===== config.mk =====
export PLATFORM = sky130hd
export DESIGN_NAME = wpt_contract_seq
export DESIGN_NICKNAME = d
export VERILOG_FILES = /design/src/rtl/wpt_contract_seq.sv
export SDC_FILE = /design/constraint.sdc
export NUM_CORES = 1
export LEC_CHECK = 0
export BUFFER_PORTS_ARGS = -buffer_cell sky130_fd_sc_hd__buf_2
export CAP_MARGIN = 30
export CORE_MARGIN = 2
export CORE_UTILIZATION = 42
export CTS_CLUSTER_SIZE = 40
export DETAILED_ROUTE_END_ITERATION = 12
export PLACE_DENSITY = 0.65
export SKIP_LAST_GASP = 1
export SYNTH_ARGS = -nofsm -noshare
export SYNTH_HDL_FRONTEND = slang
export SYNTH_SLANG_ARGS = --single-unit

===== constraint.sdc =====
create_clock -name clk -period 5 [get_ports clk]
set_input_delay 0.5 -clock clk [delete_from_list [all_inputs] [get_ports clk]]
set_output_delay 0.5 -clock clk [all_outputs]
set_load 0.02 [all_outputs]

===== src/rtl/wpt_contract_seq.sv =====
module wpt_contract_seq #(
  parameter int HS_TIMEOUT = 1000
) (
  input  logic       clk,
  input  logic       rst_n,
  input  logic       ping_evt,
  input  logic       pkt_ack,
  input  logic       hs_reply,
  input  logic       flt_adapter,
  input  logic       flt_ctrl_high,
  input  logic       flt_die_hot,
  input  logic       flt_rlim_low,
  input  logic       flt_ntc_hot,
  input  logic       flt_ovp,
  output logic       pkt_req,
  output logic [2:0] pkt_kind,
  output logic [7:0] reason,
  output logic       mode_hp,
  output logic       out_en
);

  localparam int CW = (HS_TIMEOUT > 1) ? $clog2(HS_TIMEOUT) : 1;
  localparam logic [CW-1:0] LAST = CW'(HS_TIMEOUT - 1);

  typedef enum logic [3:0] {
    S_IDLE, S_SIG, S_CFG, S_ID, S_HSK, S_WAIT, S_ACT, S_STOP, S_EPT
  } state_t;

  state_t          state, nxt;
  logic [CW-1:0]   cnt;
  logic [7:0]      rsn_q, fault_code;
  logic            mode_q, any_fault, boot_stop;

  assign any_fault = flt_adapter | flt_ctrl_high | flt_die_hot |
                     flt_rlim_low | flt_ntc_hot | flt_ovp;
  assign boot_stop = flt_adapter | flt_ctrl_high;

  always_comb begin
    if (flt_adapter)                      fault_code = 8'h00;
    else if (flt_ctrl_high)               fault_code = 8'h01;
    else if (flt_die_hot | flt_rlim_low)  fault_code = 8'h02;
    else if (flt_ntc_hot)                 fault_code = 8'h03;
    else                                  fault_code = 8'h04;
  end

  always_comb begin
    nxt = state;
    unique case (state)
      S_IDLE: if (ping_evt) nxt = boot_stop ? S_EPT : S_SIG;
      S_SIG:  if (pkt_ack) nxt = S_CFG;
      S_CFG:  if (pkt_ack) nxt = S_ID;
      S_ID:   if (pkt_ack) nxt = S_HSK;
      S_HSK:  if (pkt_ack) nxt = S_WAIT;
      S_WAIT: if (hs_reply || cnt == LAST) nxt = S_ACT;
      S_ACT:  if (any_fault) nxt = S_STOP;
      S_STOP: nxt = S_EPT;
      S_EPT:  if (pkt_ack) nxt = S_IDLE;
      default: nxt = S_IDLE;
    endcase
  end

  always_ff @(posedge clk or negedge rst_n) begin
    if (!rst_n) begin
      state  <= S_IDLE;
      cnt    <= '0;
      rsn_q  <= 8'h00;
      mode_q <= 1'b0;
    end else begin
      state <= nxt;
      if (state == S_IDLE && ping_evt) begin
        mode_q <= 1'b0;
        if (boot_stop) rsn_q <= fault_code;
      end
      if (state == S_HSK)
        cnt <= '0;
      else if (state == S_WAIT && !hs_reply && cnt != LAST)
        cnt <= cnt + 1'b1;
      if (state == S_WAIT && hs_reply) mode_q <= 1'b1;
      if (state == S_ACT && any_fault) rsn_q <= fault_code;
    end
  end

  always_comb begin
    unique case (state)
      S_SIG:   pkt_kind = 3'd1;
      S_CFG:   pkt_kind = 3'd2;
      S_ID:    pkt_kind = 3'd3;
      S_HSK:   pkt_kind = 3'd4;
      S_EPT:   pkt_kind = 3'd5;
      default: pkt_kind = 3'd0;
    endcase
  end

  assign pkt_req = (pkt_kind != 3'd0);
  assign reason  = (state == S_EPT) ? rsn_q : 8'h00;
  assign mode_hp = mode_q;
  assign out_en  = (state == S_ACT);

endmodule


-- Word level (Yosys, flattened, before mapping)
Index checks and enable logic that the tools add are counted.
- add/sub/neg operators: 1
- eq/ne operators: 18
- multiplexer cells: 23
- bitwise gates (word level): 6
- reduce and logical (&&, ||, !) cells: 15
- operators with widths (kind ; count):
    8-bit two-way mux ; 5
    4-bit two-way mux ; 9
    4-bit one-hot mux with 9 select lines ; 1
    10-bit two-way mux ; 2
    4-bit by 3-bit equality test with 1-bit output (second input constant) ; 4
    3-bit one-hot mux with 5 select lines ; 1
    2-bit inequality test (second input constant) ; 7
    10-bit by 1-bit adder with 10-bit output (second input constant) ; 1
    10-bit equality test (second input constant) ; 1
    10-bit inequality test (second input constant) ; 1
    3-bit two-way mux ; 3
    4-bit by 2-bit equality test with 1-bit output (second input constant) ; 2
    8-bit AND reduction ; 1
    2-bit nonzero test ; 4
    1-bit bitwise OR ; 6
    1-bit logical AND ; 5
    4-bit by 1-bit equality test with 1-bit output (second input constant) ; 1
    4-bit equality test (second input constant) ; 1
    4-bit zero test ; 1
    3-bit nonzero test ; 1
    1-bit two-way mux ; 2
    2-bit by 1-bit inequality test with 1-bit output (second input constant) ; 1
    2-bit AND reduction ; 1
    1-bit zero test ; 1
    1-bit logical OR ; 1
- flip-flop bits (word level): 23
- input port bits: 11
- output and inout port bits: 14
- word-level logic and storage cells: 67

-- Logic depth before layout (Yosys ltp)
Gate-level depths: netlist of run 1.
- depth after elaboration: 8
- depth in mapped cells: 7
- gate-level depth less buffers: 6

-- Least setup slack after synthesis of run 1
Ideal clock, no wire load.
- path kind: register to output
- start point: reg state[2]
- end point: out pkt_req
- arrival: 1321 ps
- data required time: 4500 ps
- slack: 3179 ps
- stages on the path, launching flop included: 4
- buffers on the path: 1
- cell sequence: dfrtp_1 > buf_2 > or4b_4 > o21ai_0
- word-level cells in the longest chain between the ends: 3
- elaborated cells between the ends (all ways): 7
- classes of those cells: 5 x eq/ne; 1 x mux; 1 x reduce/logical
- ends and longest elaborated chain (what ; line ; RTL):
    from (decl) ; 29 ; state_t state, nxt;
    from (signal assigned) ; 69 ; state <= nxt;
    4-bit equality test (tied with other cells) ; 84 ; unique case (state)
    3-bit one-hot mux with 5 select lines * ; 84 ;
    3-bit nonzero test * ; 94 ; assign pkt_req = (pkt_kind != 3'd0);
    to (decl) ; 15 ; output logic pkt_req,
Mark *: on every way between the ends. The rest lies on a longest branch, timed or not.

-- Worst setup path after layout of run 1
- start point: reg state[1]
- end point: out pkt_req
The elaborated chain is that of the path after synthesis.

==> results of run 1 <==
worst max-delay path, stage by stage (launching register included):
cell and delay (ns):
sky130_fd_sc_hd__dfrtp_1 0.56, sky130_fd_sc_hd__or4b_4 0.62, sky130_fd_sc_hd__o21ai_0 0.10, sky130_fd_sc_hd__buf_2 0.19
cell families after synthesis:
| group | Yosys count |
|---|---|
| compound gates | 13 |
| xor+xnor | 9 |
| fa+ha+maj | 1 |
| buf+inv | 12 |
| flops | 18 |
| mux | 6 |
| other cells | 1 |
| simple gates | 70 |
placed cells by master (no fill, tap or decap), types with 4 or more instances in the layout:
| cell type | n |
|---|---|
| sky130_fd_sc_hd__dfrtp_1 | 18 |
| sky130_fd_sc_hd__o21ai_0 | 4 |
| sky130_fd_sc_hd__buf_2 | 19 |
| sky130_fd_sc_hd__nor3_1 | 7 |
| sky130_fd_sc_hd__mux2i_1 | 4 |
| sky130_fd_sc_hd__nor2_1 | 18 |
| sky130_fd_sc_hd__conb_1 | 5 |
| sky130_fd_sc_hd__and3_1 | 4 |
| sky130_fd_sc_hd__nand3_1 | 8 |
| sky130_fd_sc_hd__xor2_1 | 6 |
| sky130_fd_sc_hd__nand2_1 | 10 |
| sky130_fd_sc_hd__and2_1 | 4 |
sequential cells by signal, summed over array words and instances (netlist names):
name     flops
state        4
rsn_q        3
cnt         10
mode_hp      1
area by class of cell:
class                      instances  area (sq um)
fill                             269          1425
tap                               31         38.79
sequential                        18         450.4
inverter                           1         3.754
multi-input combinational        104         660.6
timing repair buffer              19         95.09
clock buffer                       4         36.28
power breakdown:
group	internal [uW]	switching, uW	leakage, uW
logic	114	154	0.000358
clock network	44.4	43.2	0.0000210
registers	184	71.0	0.000242
stage by stage:
stage	instance area, sq um	power (uW)	cells
final	1285	610.4	177
after global routing	1285	656.6	177
after CTS	1285	613.8	177
after detailed placement	1249	525.8	173
after global placement	1249	517.9	173
after floorplan	1190	468.7	134
worst min path at each step:
stage          startpoint  endpoint  slack [ns]  cells after the start
6_report            rst_n    cnt[4]        0.12                      1
5_1_grt             rst_n    cnt[4]        0.14                      1
4_1_cts             rst_n    cnt[9]        0.13                      1
3_5_place_dp        rst_n    cnt[4]        0.45                      1
3_3_place_gp        rst_n    cnt[2]        0.45                      1
2_1_floorplan       rst_n    cnt[0]        0.20                      0
layer usage:
layer	routed length, microns	global-route usage (%)	vias to the layer above
met2	1207	26.11	30
met3	139	2.074	2
met5	0	0	-
met4	17	4.983	0
met1	1108	22.42	446
li1	-	-	482
==> metrics list, run 1 <==
- The run finished with clean final reports.
- The synthesized design devotes to its leading area cell type 38.34% of total area.
* Setup repair after global routing missed its margin: false
- Post-detailed-placement half-perimeter wirelength: 1818 microns
- Fraction of layout instances using a drive strength above 1: 19.86%
- Final critical-path share of the clock period: 45.22%
- After clock tree synthesis, the repair step resized 0 gates.
- Critical register-to-register path endpoint: cnt[9]
- The synthesized netlist contains 42 unique library cells.
- Pre-CTS worst setup slack: 3.068 ns
* Final routed wirelength across all metal layers: 2472 microns
- Pin count of the biggest net entering global routing: 19
- The worst path in the final design needs a cycle of 2.261 ns, including I/O delays and setup.
- Startpoint Class: register
* Chip Width: 56.89 microns
* Post-Route Skew: 0.001336 ns
- The biggest area contributor in the post-synthesis netlist is sky130_fd_sc_hd__dfrtp_1.
- Sequential cells were found to cover 38.34% of the synthesized design area.
- STA classifies the critical path endpoint as a primary output.
- Count of hold-fix buffers inserted at cts: 0
* Parity-gate share of the synthesized area counting xor and xnor cells: 6.709%
- Register clock-pin slew on the reported worst setup and hold paths: 0.10 ns
* Leakage power total: 0.0006215 uW
* TritonCTS sink count: 18
* Most numerous cell types in the synthesized netlist: sky130_fd_sc_hd__dfrtp_1 (18), sky130_fd_sc_hd__nor2_1 (18), sky130_fd_sc_hd__nand2_1 (10)
- Clock tree synthesis selected as its root buffer the cell sky130_fd_sc_hd__clkbuf_4.
* Final cell utilization of the core: 47.41%
- The clock passes through at most 2 buffers.
- TritonCTS built the clock tree.
* Last weighted congestion value of the routability-driven placer: 0.8338
* Pre-Repair DR Iteration Count: 6
- The die covers 3236 sq um.
- In this run the cell area of the synthesized design comes to 1175 sq um.
* Finish-stage setup viols: 0
- For this configuration, the core starts out at a cell density of 43.35%.
* Max-slew violation total from the final report: 0
- Once detail routing completed, the nets flagged for antenna violations numbered 0.
- Upper clock frequency limit: 442.2 MHz
- Averaged over all synthesized cells, the footprint is 9.038 sq um.
* Async set or reset register ratio after synthesis: 100.0%
* Proportion of synthesized area in mux cells: 5.325%
* Worst Path Max Fanout: 12
* Total global-route track usage: 16.15%
- After the last flow step, the layout net total stands at 159.
* CTS buffer count: 3
- After layout, the worst setup slack is 2.739 ns.
* R2r setup slk: 2.97 ns
- The critical path in this run is classified as reg -> out.
- In this run, the number of DRC markers left after iteration 0 of detailed routing was 57.
- Antenna violations before repair: 0
* Dominant combinational cell family by area after synthesis: simple AND/OR/NAND/NOR gates
- Biggest area contributors in the synthesized netlist: sky130_fd_sc_hd__dfrtp_1 (38%), sky130_fd_sc_hd__nor2_1 (5.8%), sky130_fd_sc_hd__xor2_1 (4.5%), sky130_fd_sc_hd__buf_4 (3.8%), sky130_fd_sc_hd__mux2i_1 (3.4%)
* Worst setup path end: pkt_req
- At the later pin of the worst-skew pair, clock insertion delay measures 0.29 ns.
* Rel. slew slack: 62.56%
- Logic depth of the worst register-to-register path: 5
- Summing the areas of all and, or, nand and nor instances in the mapped netlist gives 32.80% of the synthesized area.
- Overall via count from detail_route: 960
* IR drop worst, VDD: 0.0002946 V
- After detailed routing, the number of vias per cell comes to 5.424.
* Synthesis Warnings: 0
- Crit path from: state[1]
- Area fraction in compound gates after synthesis: 8.733%
- # port buffers: 19
- The startpoint identified for the worst register-to-register timing path is state[1].
- The tightest hold path in the finished design has a slack of 0.1171 ns.
* Placeable Area: 2710 sq um
- Residual DRC: 0
- Number of core rows: 19
* Tightest Pin Transition: 0.5565 ns
* Total negative slack for setup checks: 0 ns
- Across the run, the number of max-cap violations was 0.
* Antenna Diode Count: 0
- The number of global-route vias before repair is 893.
* Overflow after GRT: 0
* Number of top-level design ports: 25
- At the worst endpoint, the arrival time is 1.76 ns.
- Detail-routed net length per standard cell: 13.97 microns
- Synthesis produced a netlist whose cell count is 130.
- Number of storage elements in the synthesis netlist: 18
- CTS built an H-tree with a depth of 1.
- Area grow syn2layout: 9.371%
- Endpoints failing hold: 0
* Worst min path class: in -> async
- For the worst setup path, the data required time is 4.50 ns.
- After clock tree synthesis, the setup repair step added 0 buffers.
* Fraction of the mapped netlist area in adder cells: 1.065%
- Most instantiated flip-flop cell in the synthesis netlist: sky130_fd_sc_hd__dfrtp_1
- In this run the vertical extent of the chip is 56.89 microns.
* Number of enable-type register cells in the synthesized netlist: 0
* Pwr per Cell Area: 475.0 nW/um^2
* Wire length of the first global-routing pass: 4091 microns
(Power assumes the default switching activity.)
==> run 2: changes to the inputs <==
Settings changed: PLACE_DENSITY 0.65 to 0.68.
Clock period 5 ns to 1.84 ns, I/O delays scaled along.
==> metrics list, run 2 (same netlist as run 1, synthesis figures left out) <==
- Setup repair after global routing missed its margin: true (was false).
- Number of vias per cell: 5.321 (was 5.424)
- Total global-route track usage: 15.41% (was 16.15%)
- Detail-routed net length per standard cell: 12.88 microns (was 13.97 microns)
- Metal3 WL: 92 microns (was 139 microns)
* Overall via count from detail_route: 995 (was 960)
- The leftover overflow at the end of global routing came to 0 (unchanged).
* Placeable Area: 2710 sq um (unchanged)
* Chip Width: 56.89 microns (unchanged)
- The number of antenna violations at the first check in global routing is 0 (unchanged).
- Register containing the most flip-flops in the final layout: cnt (unchanged)
- The data required time at the worst endpoint came to 1.66 ns (was 4.50 ns).
- Post-Route Skew: 0.01391 ns (was 0.001336 ns)
- The number of I/O port buffers was 19 (unchanged).
- The class of the tightest hold or removal check is in -> reg (was in -> async).
* Routed metal-1 wirelength: 1078 microns (was 1108 microns)
- Finish-stage setup viols: 0 (unchanged)
* Total negative slack for setup checks: 0 ns (unchanged)
- Most common cell after layout, fill and taps aside: sky130_fd_sc_hd__buf_2 (unchanged)
- Filler Cell Count: 262 (was 269)
* Class of the most critical setup path: reg -> out (unchanged)
- The number of buffers on the longest clock path was 2 (unchanged).
* Post-detailed-placement half-perimeter wirelength: 1879 microns (was 1818 microns)
- Time the final worst path needs with I/O delays and setup: 1.799 ns
- Pin count of the biggest net entering global routing: 19 (unchanged)
- The number of buffers created by CTS came to 3 (unchanged).
- The number of maximum-capacitance violations is 0 (unchanged).
- The final-stage net count is 169 (was 159).
* Uppermost routed layer: met4 (unchanged)
- TritonCTS sink count: 18 (unchanged)
- Dividing the final minimum period by the clock period gives 97.76%.
* Smallest hold slack: 0.1335 ns (was 0.1171 ns)
* Residual DRC: 0 (unchanged)
* Nature of the critical path endpoint: primary output (unchanged)
- Static timing analysis puts the maximum clock frequency at 555.9 MHz.
- The TritonCTS clock tree was done (unchanged).
* Cell at the root of the clock tree: sky130_fd_sc_hd__clkbuf_4 (unchanged)
- The critical path arrival is 1.61 ns (was 1.76 ns).
- The clock transition at the register clock pins on the worst setup and hold paths after CTS was 0.11 ns (was 0.10 ns).
- Result of the run: finished, final reports clean (unchanged)
* Fraction of layout instances using a drive strength above 1: 26.92% (was 19.86%)
* Last weighted congestion value of the routability-driven placer: 0.8689 (was 0.8338)
- Endpoints failing hold: 0 (unchanged)
* Pre-Repair DR Iteration Count: 4 (was 6)
- The number of core rows is 19 (unchanged).
- Worst Path Max Fanout: 6 (was 12)
- The post-route antenna net violation count came to 0 (unchanged).
* IR drop worst, VDD: 0.0008505 V (was 0.0002946 V)
- The total wire length after detailed routing is 2409 microns (was 2472 microns).
- The clock latency of the later-clocked register in the worst-skew pair is 0.30 ns (was 0.29 ns).
- The count of buffers added by post-CTS timing repair for setup was 0 (unchanged).
- Area grow syn2layout: 18.00% (was 9.371%)
- The leakage power total was 0.0006717 uW (was 0.0006215 uW).
- Leading registers by flop count: cnt (10), state (4), rsn_q (3) (unchanged)
- Number of H-tree branching levels: 1 (unchanged)
- Max-slew violation total from the final report: 0 (unchanged)
- The number of antenna cells inserted came to 0 (unchanged).
- The flip-flop count of the largest register after layout is 10 (unchanged).
- Number of top-level design ports: 25 (unchanged)
* Amount of wire on met2 after detailed routing: 1212 microns (was 1207 microns)
* Via count of the first global-routing pass: 905 (was 893)
* Detailed router's first-iteration violation count: 9 (was 57)
- Most frequent cells in the layout: sky130_fd_sc_hd__buf_2 (19), sky130_fd_sc_hd__nor2_1 (18), sky130_fd_sc_hd__dfrtp_1 (17) (was sky130_fd_sc_hd__buf_2 (19), sky130_fd_sc_hd__nor2_1 (18), sky130_fd_sc_hd__dfrtp_1 (18))
- The power density relative to cell area was 1297 nW/um^2 (was 475.0 nW/um^2).
- Starting density of the core: 43.35% (unchanged)
- Wire length of the first global-routing pass: 3912 microns (was 4091 microns)
- The area of the die was 3236 sq um (unchanged).
* Startpoint Class: register (unchanged)
- The die span in y was 56.89 microns (unchanged).
[run 2: repair_timing]
item / CTS / global route
gates resized for setup: 1 / 5
endpoints found under the hold margin: 18 / 0
hold buffers: 1 / 0
setup endpoints to repair: 3 / 10
pin swaps: 0 / 0
[run 2: worst paths after layout]
path | startpoint | endpoint | slack (ns) | depth (start not counted)
min in group asynchronous | rst_n | state[0] | 0.33 | 2
setup / recovery | state[1] | pkt_req | 0.04 | 3
setup reg to reg | state[1] | state[0] | 0.13 | 5
hold reg to reg | state[3] | state[1] | 0.51 | 1
hold / removal | flt_ovp | rsn_q[2] | 0.13 | 3
max in group asynchronous | rst_n | state[1] | 1.20 | 2
[run 2: layout make-up]
type	count	area, sq um	share of cell area, %
sequential	18	451.7	32.58
clock buffer	4	36.28	2.617
timing repair buffer	29	172.7	12.45
tap	31	38.79	2.798
inverter	1	3.754	0.2708
multi-input combinational	104	683.2	49.28
[run 2: routing by layer]
layer	vias to the layer above	GRT usage (%)
li1	502	-
met1	469	20.00
met2	20	25.12
met3	4	4.378
met4	0	3.987
met5	-	0
[run 2: critical path: stages, from the launching register on]
cell and delay (ns):
sky130_fd_sc_hd__dfrtp_2 0.45, sky130_fd_sc_hd__or4b_4 0.55, sky130_fd_sc_hd__o21ai_1 0.12, sky130_fd_sc_hd__buf_2 0.19
[run 2: power by group]
| group | internal, uW | leakage, uW | switching, uW |
|---|---|---|---|
| Sequential | 503 | 0.000241 | 96.9 |
| Clock | 121 | 0.0000210 | 126 |
| Combinational | 409 | 0.000410 | 541 |
[run 2: per-stage QoR]
step | utilization [%] | setup slack (ns) | std cells | cell area [sq um] | power (uW)
finish | 51.15 | 0.04121 | 187 | 1386 | 1798
global route | 51.15 | -0.01660 | 187 | 1386 | 1940
CTS | 50.46 | 0.03563 | 187 | 1368 | 1789
detailed placement | 48.57 | 0.1148 | 182 | 1316 | 1526
global placement | 48.57 | 0.1153 | 182 | 1316 | 1505
floorplan | - | 0.05820 | 134 | 1190 | 1274
